$ cat src/rtl/pwr_seq_pkg.sv
package pwr_seq_pkg;

    // bit positions of the control requests in the synchronizer vector
    localparam int CTL_SLEEP = 0;
    localparam int CTL_RUN   = 1;
    localparam int CTL_AUX   = 2;
    localparam int CTL_W     = 3;

    typedef struct packed {
        logic ref_on;
        logic pg;
        logic osc_on;
        logic drv_on;
        logic ea_on;
        logic ss_clamp;
        logic aux_on;
    } gate_vec_t;

    localparam gate_vec_t GATES_DARK = '{ref_on: 1'b0, pg: 1'b0, osc_on: 1'b0,
                                         drv_on: 1'b0, ea_on: 1'b0,
                                         ss_clamp: 1'b1, aux_on: 1'b0};

    // priority: sleep > (run enable and supply good) ; aux independent of run/pg
    function automatic gate_vec_t gate_decode(input logic sleep, input logic run,
                                              input logic aux, input logic pg);
        gate_vec_t g;
        logic      switching;
        switching  = !sleep && run && pg;
        g.ref_on   = !sleep;
        g.pg       = pg && !sleep;
        g.osc_on   = switching;
        g.drv_on   = switching;
        g.ea_on    = switching;
        g.ss_clamp = !switching;
        g.aux_on   = aux && !sleep;
        return g;
    endfunction

endpackage

$ cat src/rtl/pwr_seq_sync.sv
module pwr_seq_sync #(
    parameter int W      = 3,
    parameter int STAGES = 2
) (
    input  logic         clk,
    input  logic         rst,
    input  logic [W-1:0] d,
    output logic [W-1:0] q
);
    logic [STAGES-1:0][W-1:0] stg;

    always_ff @(posedge clk) begin
        if (rst) begin
            stg <= '0;
        end else begin
            stg[0] <= d;
            for (int i = 1; i < STAGES; i++) begin
                stg[i] <= stg[i-1];
            end
        end
    end

    assign q = stg[STAGES-1];

    initial begin
        AST_SYNC_DEPTH: assert (STAGES >= 2);
    end
endmodule

$ cat src/rtl/pwr_seq_uvlo.sv
module pwr_seq_uvlo #(
    parameter int MV_W     = 13,
    parameter int START_MV = 4100,
    parameter int STOP_MV  = 3500
) (
    input  logic            clk,
    input  logic            rst,
    input  logic [MV_W-1:0] smp_mv,
    input  logic            smp_valid,
    output logic            pg
);
    localparam logic [MV_W-1:0] START_C = MV_W'(START_MV);
    localparam logic [MV_W-1:0] STOP_C  = MV_W'(STOP_MV);

    logic pg_q;
    logic above_start;
    logic below_stop;

    assign above_start = smp_valid && (smp_mv > START_C);
    assign below_stop  = smp_valid && (smp_mv < STOP_C);

    always_ff @(posedge clk) begin
        if (rst) begin
            pg_q <= 1'b0;
        end else if (!pg_q && above_start) begin
            pg_q <= 1'b1;
        end else if (pg_q && below_stop) begin
            pg_q <= 1'b0;
        end
    end

    assign pg = pg_q;

    AST_PG_RISE_CAUSE: assert property (@(posedge clk) disable iff (rst)
        $rose(pg_q) |-> $past(smp_valid && smp_mv > START_C));
    AST_PG_FALL_CAUSE: assert property (@(posedge clk) disable iff (rst)
        $fell(pg_q) |-> $past(smp_valid && smp_mv < STOP_C));
    AST_PG_HOLD_INVALID: assert property (@(posedge clk) disable iff (rst)
        !smp_valid |=> $stable(pg_q));
endmodule

$ cat src/rtl/pwr_seq_gates.sv
module pwr_seq_gates
    import pwr_seq_pkg::*;
(
    input  logic      clk,
    input  logic      rst,
    input  logic      sleep_s,
    input  logic      run_s,
    input  logic      aux_s,
    input  logic      pg_i,
    output gate_vec_t gates
);
    gate_vec_t out_q;

    always_ff @(posedge clk) begin
        if (rst) begin
            out_q <= GATES_DARK;
        end else begin
            out_q <= gate_decode(sleep_s, run_s, aux_s, pg_i);
        end
    end

    assign gates = out_q;

    AST_SLEEP_DARK: assert property (@(posedge clk) disable iff (rst)
        sleep_s |=> (out_q == GATES_DARK));
    AST_RUN_LOW_STOPS: assert property (@(posedge clk) disable iff (rst)
        (!sleep_s && !run_s) |=> (!out_q.drv_on && !out_q.osc_on && !out_q.ea_on
                                   && out_q.ss_clamp && out_q.ref_on));
    AST_AUX_INDEPENDENT: assert property (@(posedge clk) disable iff (rst)
        (aux_s && !sleep_s) |=> out_q.aux_on);
    AST_UV_STOPS: assert property (@(posedge clk) disable iff (rst)
        !pg_i |=> (!out_q.drv_on && !out_q.osc_on && !out_q.ea_on && out_q.ss_clamp));
    AST_FULL_RUN: assert property (@(posedge clk) disable iff (rst)
        (!sleep_s && run_s && pg_i) |=> (out_q.drv_on && !out_q.ss_clamp));
endmodule

$ cat src/rtl/pwr_sequencer.sv
module pwr_sequencer
    import pwr_seq_pkg::*;
#(
    parameter int MV_W        = 13,
    parameter int START_MV    = 4100,
    parameter int STOP_MV     = 3500,
    parameter int SYNC_STAGES = 2
) (
    input  logic            clk,
    input  logic            rst,
    input  logic            sleep_req,
    input  logic            run_en,
    input  logic            aux_req,
    input  logic [MV_W-1:0] vsup_mv,
    input  logic            vsup_valid,
    output logic            pgood,
    output logic            ref_on,
    output logic            osc_on,
    output logic            drv_on,
    output logic            ea_on,
    output logic            ss_clamp,
    output logic            aux_on
);
    logic [CTL_W-1:0] ctl_raw;
    logic [CTL_W-1:0] ctl_s;
    logic             pg_state;
    gate_vec_t        gates;

    always_comb begin
        ctl_raw            = '0;
        ctl_raw[CTL_SLEEP] = sleep_req;
        ctl_raw[CTL_RUN]   = run_en;
        ctl_raw[CTL_AUX]   = aux_req;
    end

    pwr_seq_sync #(.W(CTL_W), .STAGES(SYNC_STAGES)) u_sync (
        .clk (clk),
        .rst (rst),
        .d   (ctl_raw),
        .q   (ctl_s)
    );

    pwr_seq_uvlo #(.MV_W(MV_W), .START_MV(START_MV), .STOP_MV(STOP_MV)) u_uvlo (
        .clk       (clk),
        .rst       (rst),
        .smp_mv    (vsup_mv),
        .smp_valid (vsup_valid),
        .pg        (pg_state)
    );

    pwr_seq_gates u_gates (
        .clk     (clk),
        .rst     (rst),
        .sleep_s (ctl_s[CTL_SLEEP]),
        .run_s   (ctl_s[CTL_RUN]),
        .aux_s   (ctl_s[CTL_AUX]),
        .pg_i    (pg_state),
        .gates   (gates)
    );

    assign pgood    = gates.pg;
    assign ref_on   = gates.ref_on;
    assign osc_on   = gates.osc_on;
    assign drv_on   = gates.drv_on;
    assign ea_on    = gates.ea_on;
    assign ss_clamp = gates.ss_clamp;
    assign aux_on   = gates.aux_on;

    initial begin
        AST_WINDOW_ORDER: assert (STOP_MV < START_MV);
    end

    AST_DRV_CLAMP_EXCL: assert property (@(posedge clk) disable iff (rst)
        !(drv_on && ss_clamp));
    AST_PGOOD_NEEDS_REF: assert property (@(posedge clk) disable iff (rst)
        pgood |-> ref_on);
endmodule

$ cat config.mk
export PLATFORM = sky130hd
export DESIGN_NAME = pwr_sequencer
export DESIGN_NICKNAME = d
export VERILOG_FILES = /design/src/rtl/pwr_seq_pkg.sv /design/src/rtl/pwr_seq_sync.sv /design/src/rtl/pwr_seq_uvlo.sv /design/src/rtl/pwr_seq_gates.sv /design/src/rtl/pwr_sequencer.sv
export SDC_FILE = /design/constraint.sdc
export NUM_CORES = 1
export LEC_CHECK = 0
export ABC_AREA = 1
export ABC_CLOCK_PERIOD_IN_PS = 800
export BUFFER_PORTS_ARGS = -buffer_cell sky130_fd_sc_hd__buf_2
export CAP_MARGIN = 20
export CELL_PAD_IN_SITES_DETAIL_PLACEMENT = 2
export CELL_PAD_IN_SITES_GLOBAL_PLACEMENT = 2
export CORE_MARGIN = 3
export CORE_UTILIZATION = 18
export CTS_CLUSTER_SIZE = 24
export DETAILED_ROUTE_END_ITERATION = 16
export PLACE_DENSITY = 0.78
export SLEW_MARGIN = 10
export SYNTH_ARGS = -nofsm -noshare
export SYNTH_HDL_FRONTEND = slang
export SYNTH_SLANG_ARGS = --single-unit
$ cat constraint.sdc
create_clock -name clk -period 0.8 [get_ports clk]
set_input_delay 0.12 -clock clk [delete_from_list [all_inputs] [get_ports clk]]
set_output_delay 0.12 -clock clk [all_outputs]
set_load 0.1 [all_outputs]
# == After elaboration in Yosys (flattened, before gate mapping) ==
# Index checks and enable logic that the tools add are counted.
# word_totals
out_inout_bits,7
wordCells,24
ff_bits,12
inputBits,19
# op_classes
n_mux,2
reduce_logical,12
magnitude_cmp,2
# op_table
operator,n
"greater-than comparator 13 bit, second input constant",1
"less-than comparator 13 x 12 -> 1 bit, second input constant",1
logical AND 1 bit,8
zero test 1 bit,3
2-to-1 mux 1 bit,2
nonzero test 2 bit,1

# == Logic depth before layout (Yosys ltp) ==
# Gate-level depths: netlist of the first run.
# depth
word_depth,5
mapped_depth,8
mapped_depth_nobuf,8

# == Hierarchy ==
# Synthesis of the first run repeated with hierarchy kept, for this count alone.
# hier_totals
hier_cells,76
area_unflattened_um2,520.5
# by_module_without_submodules
mod,n_inst,area_per_inst_um2,cells_each
pwr_seq_sync,1,187.7,21
pwr_seq_uvlo,1,178.9,39
pwr_seq_gates,1,153.9,16

# == Worst setup path after synthesis of the first run ==
# OpenSTA, ideal clock, no wires.
# synth_timing
path_kind,register to output
start,"register, netlist name u_gates.gates[4]"
end,output ea_on
t_required_ns,0.680
path_stages_with_launch,2
slack_ns,-0.694
arrival_ns,1.374
cell_sequence,dfxtp_1 -> buf_4
# synth_rtl
element,line_no,rtl
to (decl),pwr_sequencer.sv:20,"output logic ea_on,"

==> metrics.txt, run 1 <==
number of routed nets with antenna violations 0; outcome complete, but fails checks; static leakage 0.000431 uW; Syn Inst Count 71; net count after synthesis 90; critical path's largest stage delay 400 ps; Vias 521; CTS root buf clkbuf_4; initial antenna violation count 0; Top delay family on crit path flip-flops; H-tree depth 1; core area 2540 um2; hold-critical path depth 3; area occupied by multi-input gates 185 um2; Worst Hold End u_sync.stg[0]; Post-DP Area 773 um2; WHS 57.3 ps; Final Max Slew Viols 0; P&R area growth vs syn 69.0%; worst slew pin tran 200 ps; sequential element share of the synthesized area 0.487; Crit path required time 680 ps; reg2reg end u_uvlo.pg; final wirelength 1.35 mm; sw power 354 uW; clk_lat worst skew 270 ps; Hold Crit Start sleep_req; YS warnings 0; Slew HR 0.867; Hold/Removal Path Class input port to flop; power share of the combinational group 0.184; final hold violations 0; crit path launch type flop; power density over cell area 1630 nW/um2; commonest non-fill, non-tap cell in the layout nor2_1; final instance area 833 um2; final non-filler cell total 132; Initial DRC Count 16; die height 58.3 um; per-cell routed wire length 10.2 um; reg2reg setup slack -80 ps; critical path capture point type output pin; maximum clock frequency 1030 MHz; CP Buf/Inv Count 1; clock power share 0.349; worst-case vdd ir drop 859 uV; RSZ-0062 raised after global routing true; Port Buf Inserts 25; CTS tree yes; Fillers 303; Seq pwr share 0.468; die area 3400 um2; failing checks negative setup slack; Clock Path Buffers 2; vias in the first global route 540; crit path max fanout 3; most frequent cells in the layout nor2_1, buf_2, inv_1; # setup viols final 11; Sink Count 12; clock period minus worst slack 970 ps; drt first pass iters 2; final setup margin -170 ps; Netlist cell types 11; Yosys reg bits 12; CTS Buf Count 3; Max Cap Violations 0; Crit-path slowest cell dfxtp_4; site row count 18; synthesized area 493 um2; Post-Syn Area per Cell 6.94 um2; Overflow after GRT 0; detailed-route DRC error count 0; switching part of the total 0.260; Initial Util 0.194; total internal power 1010 uW; Total GRT Usage 0.0917; Reg2Reg Depth 7; clk_skew 6.35 ps; Final Core Density 0.327; Die X 58.3 um; Seq. cell area 250 um2; WP depth 1; first-pass GRT wire length 2.33 mm; largest net degree at the start of global routing 8; setup TNS -1100 ps; via/cell ratio 3.95; final net count 122; DP Wirelength 1.15 mm; Crit Path Class flop to output pin; Post-Place Cells 126; CP arrival 850 ps; number of diodes 0; R2R Path Start u_uvlo.pg; IO Pins 26; routability congestion estimate 0.752; cts hold-fix bufs 0; Worst-path clk slew 80 ps; Final Cycle Share 1.21; fraction of layout cells with a size suffix above 1 0.431; crit path cell chain buf_12
==> cell usage after synthesis <==
| master | number | area [um2] |
|---|---|---|
| nor2_1 | 20 | 75.1 |
| inv_1 | 15 | 56.3 |
| nand2_1 | 13 | 48.8 |
| dfxtp_1 | 12 | 240 |
| nand3_1 | 4 | 20.0 |
| buf_4 | 2 | 15.0 |
| a21oi_2 | 1 | 8.76 |
| buf_2 | 1 | 5.00 |
| nor3_2 | 1 | 10.0 |
| nor3b_1 | 1 | 7.51 |
| or2_1 | 1 | 6.26 |
==> area by class of cell <==
| cell class | count | share of cell area |
|---|---|---|
| flip-flops and latches | 12 | 0.300 |
| inverters | 15 | 0.0676 |
| well taps | 30 | 0.0450 |
| multi-input cells | 41 | 0.222 |
| repair buffers | 30 | 0.321 |
| clock buffers | 4 | 0.0435 |
==> worst max-delay path by stage <==
stage | start | to | slack, ps
finish | u_gates.gates[4] | ea_on | -170
global route | u_uvlo.pg | u_uvlo.pg | -230
CTS | u_gates.gates[4] | ea_on | -180
detailed placement | vsup_mv[9] | u_uvlo.pg | -140
global placement | vsup_mv[9] | u_uvlo.pg | -80
floorplan | u_gates.gates[4] | ea_on | -200
==> logic make-up (layout without fill, tap and decap cells) <==
kind of cell / Yosys count / after routing / share of synthesized area
simple gates: 40 / 40 / 0.340
compound gates: 1 / 1 / 0.0178
flops: 12 / 12 / 0.487
buf+inv: 18 / 49 / 0.155
==> per-stage QoR <==
stage	total power, uW	worst slack [ps]
floorplan	769	-204
global placement	877	-82.3
detailed placement	889	-137
CTS	1370	-179
global route	1450	-230
finish	1360	-170
==> timing repair <==
| action | in CTS | in global routing |
|---|---|---|
| hold endpoints to repair | 0 | 0 |
| pin swaps | 1 | 3 |
| setup buffers | 1 | 2 |
| gates resized for setup | 3 | 1 |
| setup endpoints to repair | 10 | 10 |
==> power by group through the flow <==
stage | Sequential [uW] | Combinational (uW) | Clock (uW)
CTS | 636 | 251 | 486
global route | 640 | 277 | 535
global placement | 648 | 229 | 0
finish | 637 | 250 | 475
detailed placement | 650 | 239 | 0
floorplan | 700 | 68.9 | 0
==> sequential cells by signal, indices dropped and copies added, names as in the netlist <==
signal         cells
u_gates.gates      5
u_sync.q           3
u_sync.stg         3
u_uvlo.pg          1
==> metal layers <==
metal  GRT usage  up-vias  part of all wire
met3      0.0329        2             0.058
met2       0.175       15              0.57
li1            -      264                 -
met1      0.0902      240              0.36
met4      0.0298        0            0.0074
met5           0        -                 0
Note: power is estimated with default switching activity, not from simulation.
==> run 2, diff against run 1 <==
Settings changed: PLACE_DENSITY 0.78 to unset, PLACE_DENSITY_LB_ADDON set to 0.1, SLEW_MARGIN 10 to unset.
==> run 2 against run 1 <==
- the flow still finishes with violations (negative setup slack)
- combinational power is 3% lower
- die area unchanged
- clock skew shrank 3.3 ps
- global-route usage shrank 1.3 points
- fmax is 1.2% higher
==> metrics.txt, run 2 (synthesized netlist as in run 1, its figures left out) <==
crit path launch type flop; die height 58.3 um; failing checks negative setup slack; initial antenna violation count 0; Final Max Slew Viols 0; crit path max fanout 3; commonest non-fill, non-tap cell in the layout nor2_1; Slew HR 0.880; Hold Crit Start run_en; die area 3400 um2; Initial DRC Count 8; Vias 507; fraction of layout cells with a size suffix above 1 0.410; area occupied by multi-input gates 185 um2; setup repair bufs after CTS 0; Fillers 307; Seq. cell area 250 um2; final instance area 812 um2; outcome complete, but fails checks; CP Launch Point u_gates.gates[4]; Die X 58.3 um; WHS 57.2 ps; CP arrival 840 ps; clk_lat worst skew 260 ps; Worst-path clk slew 70 ps; CTS tree yes; worst-case vdd ir drop 1170 uV; IO Pins 26; cts hold-fix bufs 0; first-pass GRT wire length 2.00 mm; clk_skew 3.03 ps; Overflow after GRT 0; clock period minus worst slack 958 ps; number of diodes 0; Clock Path Buffers 2; Top delay family on crit path flip-flops; Crit Path Class flop to output pin; largest net degree at the start of global routing 9; H-tree depth 1; site row count 18; most frequent cells in the layout nor2_1, buf_2, inv_1; critical path capture point type output pin; static leakage 0.000416 uW; # setup viols final 9; Sink Count 12; detailed-route DRC error count 0; R2R Path Start u_uvlo.pg; Crit path required time 680 ps; final hold violations 0; DP Wirelength 1.07 mm; maximum clock frequency 1040 MHz; vias in the first global route 506; core area 2540 um2; CTS Buf Count 3; Post-DP Area 773 um2; Hold/Removal Path Class input port to flop; CP Buf/Inv Count 1; Power Total 1250 uW; power density over cell area 1540 nW/um2; Final Cycle Share 1.20; setup TNS -935 ps; worst slew pin tran 179 ps; final net count 120; via/cell ratio 3.90; reg2reg setup slack -90 ps; Total GRT Usage 0.0785; routability congestion estimate 0.683; max reg flops 5; drt first pass iters 2; critical path's largest stage delay 390 ps; number of routed nets with antenna violations 0; CTS root buf clkbuf_4; RSZ-0062 raised after global routing true; Initial Util 0.194; Port Buf Inserts 25; Max Cap Violations 0; per-cell routed wire length 9.30 um; final setup margin -158 ps; Crit-path slowest cell dfxtp_4; P&R area growth vs syn 64.7%; crit path cell chain buf_12; final wirelength 1.21 mm
## run 2: power by group
part           total, uW  switching (uW)  leakage [uW]  internal, uW
Clock                375             182     0.0000150           193
Sequential           636            14.6      0.000100           622
Combinational        243             138      0.000301           105
Total               1250             335      0.000416           919
## run 2: final timing paths
path | endpoint | cells after the start
min reg2reg | u_gates.gates[1] | 1
max reg2reg | u_uvlo.pg | 7
min | u_sync.stg[1] | 3
max | drv_on | 1
## run 2: layer usage
metal,up-vias,global-route usage,routed length (um)
met5,-,0,0
met3,0,0.0395,99
met1,230,0.0820,490
met4,0,0.00993,0
li1,262,-,-
met2,15,0.144,620
## run 2: what timing repair did
action,4_1_cts,5_1_grt
setup endpoints to repair,10,10
pin swaps,1,4
resized for setup,3,1
## run 2: layout make-up
class,count,share of cell area
Multi-Input combinational cell,41,0.228
Clock buffer,4,0.0324
Inverter,15,0.0693
Tap cell,30,0.0462
Sequential cell,12,0.308
Timing Repair Buffer,28,0.316
## run 2: metrics by stage
stage | utilization | setup WS, ps | instances
floorplan | - | -204 | 71
detailed placement | 0.304 | -101 | 126
CTS | 0.318 | -175 | 130
global route | 0.319 | -195 | 130
global placement | 0.304 | -81.7 | 126
finish | 0.319 | -158 | 130
